File: src/rtl/rp_pkg.sv
package rp_pkg;
    localparam int DATA_W  = 16;
    localparam int LANE_W  = 8;
    localparam int N_LANES = DATA_W / LANE_W;

    typedef logic [DATA_W-1:0] word_t;

    typedef struct packed {
        logic ser_mode;
        logic cs_n;
        logic rd_n;
        logic swap;
    } host_ctl_t;

    typedef struct packed {
        logic  drive;
        word_t data;
    } bus_t;

    function automatic logic port_enabled(host_ctl_t c);
        return !c.ser_mode && !c.cs_n && !c.rd_n;
    endfunction
endpackage

File: src/rtl/rp_result_store.sv
module rp_result_store
    import rp_pkg::*;
(
    input  logic  clk,
    input  logic  rst,
    input  logic  load,
    input  word_t din,
    output word_t q
);
    always_ff @(posedge clk) begin
        if (rst)       q <= '0;
        else if (load) q <= din;
    end

    p_load_r5: assert property (@(posedge clk) disable iff (rst)
        load |=> q == $past(din));
    p_hold_r5: assert property (@(posedge clk) disable iff (rst)
        !load |=> $stable(q));
endmodule

File: src/rtl/rp_busy_track.sv
module rp_busy_track (
    input  logic clk,
    input  logic rst,
    input  logic start,
    input  logic done,
    output logic busy
);
    always_ff @(posedge clk) begin
        if (rst)        busy <= 1'b0;
        else if (start) busy <= 1'b1;
        else if (done)  busy <= 1'b0;
    end

    p_busy_rise_r6: assert property (@(posedge clk) disable iff (rst)
        start |=> busy);
    p_busy_fall_r7: assert property (@(posedge clk) disable iff (rst)
        (done && !start) |=> !busy);
endmodule

File: src/rtl/rp_lane_steer.sv
module rp_lane_steer
    import rp_pkg::*;
(
    input  word_t word_in,
    input  logic  swap,
    output word_t word_out
);
    for (genvar i = 0; i < N_LANES; i++) begin : g_lane
        localparam int MIRROR = N_LANES - 1 - i;
        assign word_out[i*LANE_W +: LANE_W] = swap ? word_in[MIRROR*LANE_W +: LANE_W]
                                                   : word_in[i*LANE_W +: LANE_W];
    end
endmodule

File: src/rtl/byte_swap_result_port.sv
module byte_swap_result_port
    import rp_pkg::*;
(
    input  logic              clk,
    input  logic              rst,
    input  logic              ser_mode,
    input  logic              cs_n,
    input  logic              rd_n,
    input  logic              swap,
    input  logic              conv_start,
    input  logic              result_ready,
    input  logic [DATA_W-1:0] core_data,
    output logic [DATA_W-1:0] bus_out,
    output logic [DATA_W-1:0] bus_oe,
    output logic              busy
);
    host_ctl_t ctl;
    word_t     result_q;
    word_t     steered;
    bus_t      bus_q;

    assign ctl = '{ser_mode: ser_mode, cs_n: cs_n, rd_n: rd_n, swap: swap};

    rp_result_store u_store (
        .clk (clk), .rst (rst), .load (result_ready), .din (core_data), .q (result_q)
    );

    rp_busy_track u_busy (
        .clk (clk), .rst (rst), .start (conv_start), .done (result_ready), .busy (busy)
    );

    rp_lane_steer u_steer (
        .word_in (result_q), .swap (ctl.swap), .word_out (steered)
    );

    always_ff @(posedge clk) begin
        if (rst) begin
            bus_q <= '0;
        end else if (port_enabled(ctl)) begin
            bus_q.drive <= 1'b1;
            bus_q.data  <= steered;
        end else begin
            bus_q <= '0;
        end
    end

    assign bus_out = bus_q.data;
    assign bus_oe  = {DATA_W{bus_q.drive}};

    p_serial_release_r1: assert property (@(posedge clk) disable iff (rst)
        ser_mode |=> bus_oe == '0);
    p_deselect_release_r2: assert property (@(posedge clk) disable iff (rst)
        (cs_n || rd_n) |=> (bus_oe == '0 && bus_out == '0));
    p_straight_lanes_r3: assert property (@(posedge clk) disable iff (rst)
        (!ser_mode && !cs_n && !rd_n && !swap) |=> bus_out == $past(result_q));
    p_swapped_lanes_r4: assert property (@(posedge clk) disable iff (rst)
        (!ser_mode && !cs_n && !rd_n && swap) |=>
        bus_out == {$past(result_q[LANE_W-1:0]), $past(result_q[DATA_W-1:LANE_W])});
    p_oe_uniform_r2: assert property (@(posedge clk) disable iff (rst)
        $countones(bus_oe) == 0 || $countones(bus_oe) == DATA_W);
endmodule

File: config.mk
export PLATFORM = sky130hd
export DESIGN_NAME = byte_swap_result_port
export DESIGN_NICKNAME = d
export VERILOG_FILES = /design/src/rtl/rp_pkg.sv /design/src/rtl/rp_result_store.sv /design/src/rtl/rp_busy_track.sv /design/src/rtl/rp_lane_steer.sv /design/src/rtl/byte_swap_result_port.sv
export SDC_FILE = /design/constraint.sdc
export NUM_CORES = 1
export LEC_CHECK = 0
export CORE_UTILIZATION = 43
export CTS_BUF_LIST = sky130_fd_sc_hd__clkbuf_8
export DETAILED_ROUTE_END_ITERATION = 16
export PLACE_DENSITY_LB_ADDON = 0.2
export SLEW_MARGIN = 20
export SYNTH_ARGS = -nofsm -noshare
export SYNTH_HDL_FRONTEND = slang
export SYNTH_SLANG_ARGS = --single-unit
File: constraint.sdc
create_clock -name clk -period 1.6 [get_ports clk]
set_input_delay 0.32 -clock clk [delete_from_list [all_inputs] [get_ports clk]]
set_output_delay 0.32 -clock clk [all_outputs]
set_load 0.05 [all_outputs]
==> out/results.ini <==
[synth]
synth_area_um2=1350
synth_area_leaders=dfxtp_1 50%, mux2i_1 24%, buf_4 8.3%
synth_top_area_frac=0.503
synth_top_cell_by_area=dfxtp_1
ys_types=13
syn_nets=150
ys_seq_area_frac=0.503
yosys_warnings=0
syn_inst=126
syn_area_per_cell_um2=10.7
synth-seq-cells=34

[timing]
period_minus_slack_ns=1.35
whs_ns=0.480
period_share=0.842
max_freq_mhz=742
hold_violations=0
report.final.slew_viol_count=0
slew_headroom=0.860
tightest_slew_ns=0.204
rsz0062_at_grt=no
fin_skew_ns=0.00493
tns_ns=0
finalSetupViolations=0

[detailed_routing]
drt_first_pass_iters=4
detail_route.wl_per_cell_um=12.2
ant_nets=0
vias=995
drc=0
routed_wl_um=2600
drtIter0Drc=25
detail_route.vias_per_cell=4.67

[critical_path]
required_ns=1.82
crit_fanout=17
worstSetupEndpointType=flip-flop
critPathArrivalTime_ns=1.56
worstSetupStartpointType=primary input
worst-setup-path-type=in2reg

[pwr]
leakage_nw=0.914
max-vdd-ir-drop_mv=0.719
power_density_nw_per_um2=854

[place]
place_congestion=0.701
io_buffer_count=56
dp.final_hpwl_um=2010

[clock_tree]
root_buffer=clkbuf_8
ctsResizeCount=0
numCtsBuffers=5
path_clk_slew_ns=0.06
cts_tree=built
cts_sinks=34
ctsHoldBuffers=0
post_cts_buffers=0
clkLatencyLatePin_ns=0.28
clockBufferDepth=2
cts-htree-levels=2

[job]
cap_viol_max_count=0

[layout]
utilization=0.710
final_cell_mix=34 x dfxtp_1, 32 x mux2i_1, 23 x nor2_1, 23 x clkdlybuf4s50_1, 20 x buf_4
diodes=0
num-nets-final=195
final_common_cell=dfxtp_1
layout-drive-gt1-share=0.310
area_delta_synth_final_pct=51.1

[worst_hold_path]
hp-class=reg2reg

[global_route]
grt_max_degree=18
antenna_found_initial=0
grt_remaining_overflow=0
grt_pass1_wl_um=4140
grt_usage=0.170
grt_pass1_vias=975

[floorplanning]
die-height_um=58.1
core_area_um2=2880
die_area_um2=3370
pin_count=57
rows=19
die_x_um=58.1
start_util=0.470

[outcome]
status=completed

routing by layer:
metal / up-vias / GRT usage / share of wire
li1: 477 / - / -
met1: 462 / 0.153 / 0.37
met2: 49 / 0.315 / 0.52
met3: 7 / 0.0692 / 0.080
met4: 0 / 0.0986 / 0.025
met5: - / 0 / 0
per-stage QoR:
stage / setup WS [ns] / std cells / area (µm²) / total power [W]
final: 0.253 / 213 / 2040 / 0.00174
after global routing: 0.203 / 213 / 2040 / 0.00181
after CTS: 0.236 / 213 / 2040 / 0.00176
after detailed placement: -0.0404 / 206 / 1970 / 0.00121
after global placement: -0.000800 / 206 / 1970 / 0.00120
after floorplan: 0.121 / 126 / 1350 / 0.00108
flip-flops by register name (all words and copies together) (netlist names):
register / count
u_busy.busy: 1
bus_oe: 1
bus_out: 16
u_store.q: 16
synth_stat cells:
master / n
dfxtp_1: 34
buf_2: 4
mux2i_1: 32
buf_4: 15
nor2_1: 23
or4_4: 1
nor2_2: 9
nand2b_1: 1
inv_1: 2
buf_12: 1
buf_6: 2
a21oi_1: 1
clkbuf_1: 1
cell type report:
| class | instances | area [µm²] |
|---|---|---|
| clock buffers | 5 | 68.8 |
| inverters | 2 | 7.51 |
| flip-flops and latches | 34 | 681 |
| fillers | 218 | 833 |
| well taps | 42 | 52.6 |
| clock inverters | 2 | 7.51 |
| repair buffers | 61 | 741 |
| multi-input cells | 67 | 485 |
power by group:
| group | internal (W) | total, W | switching (W) |
|---|---|---|---|
| Sequential | 0.000877 | 0.000899 | 0.0000218 |
| Clock | 0.000286 | 0.000558 | 0.000272 |
| Combinational | 0.000151 | 0.000288 | 0.000138 |
critical path: stages:
cell and delay, ns:
clkdlybuf4s50_1 0.40, or4_4 0.68, nor2_1 0.15
final timing paths:
kind / from / endpoint / slack [ns] / depth (start not counted)
max: cs_n / bus_out[3] / 0.25 / 3
min: u_busy.busy / u_busy.busy / 0.48 / 2
max reg2reg: u_store.q[9] / bus_out[9] / 0.91 / 2
min reg2reg: u_busy.busy / u_busy.busy / 0.48 / 2
kinds of logic after synthesis:
kind of cell / Yosys count / share of synthesized area
flip-flops: 34 / 0.503
AND/OR/NAND/NOR: 34 / 0.118
multiplexers: 32 / 0.237
buffers and inverters: 25 / 0.138
AO/OA/AOI/OAI: 1 / 0.00370
Power figures use the tool's default switching activity.
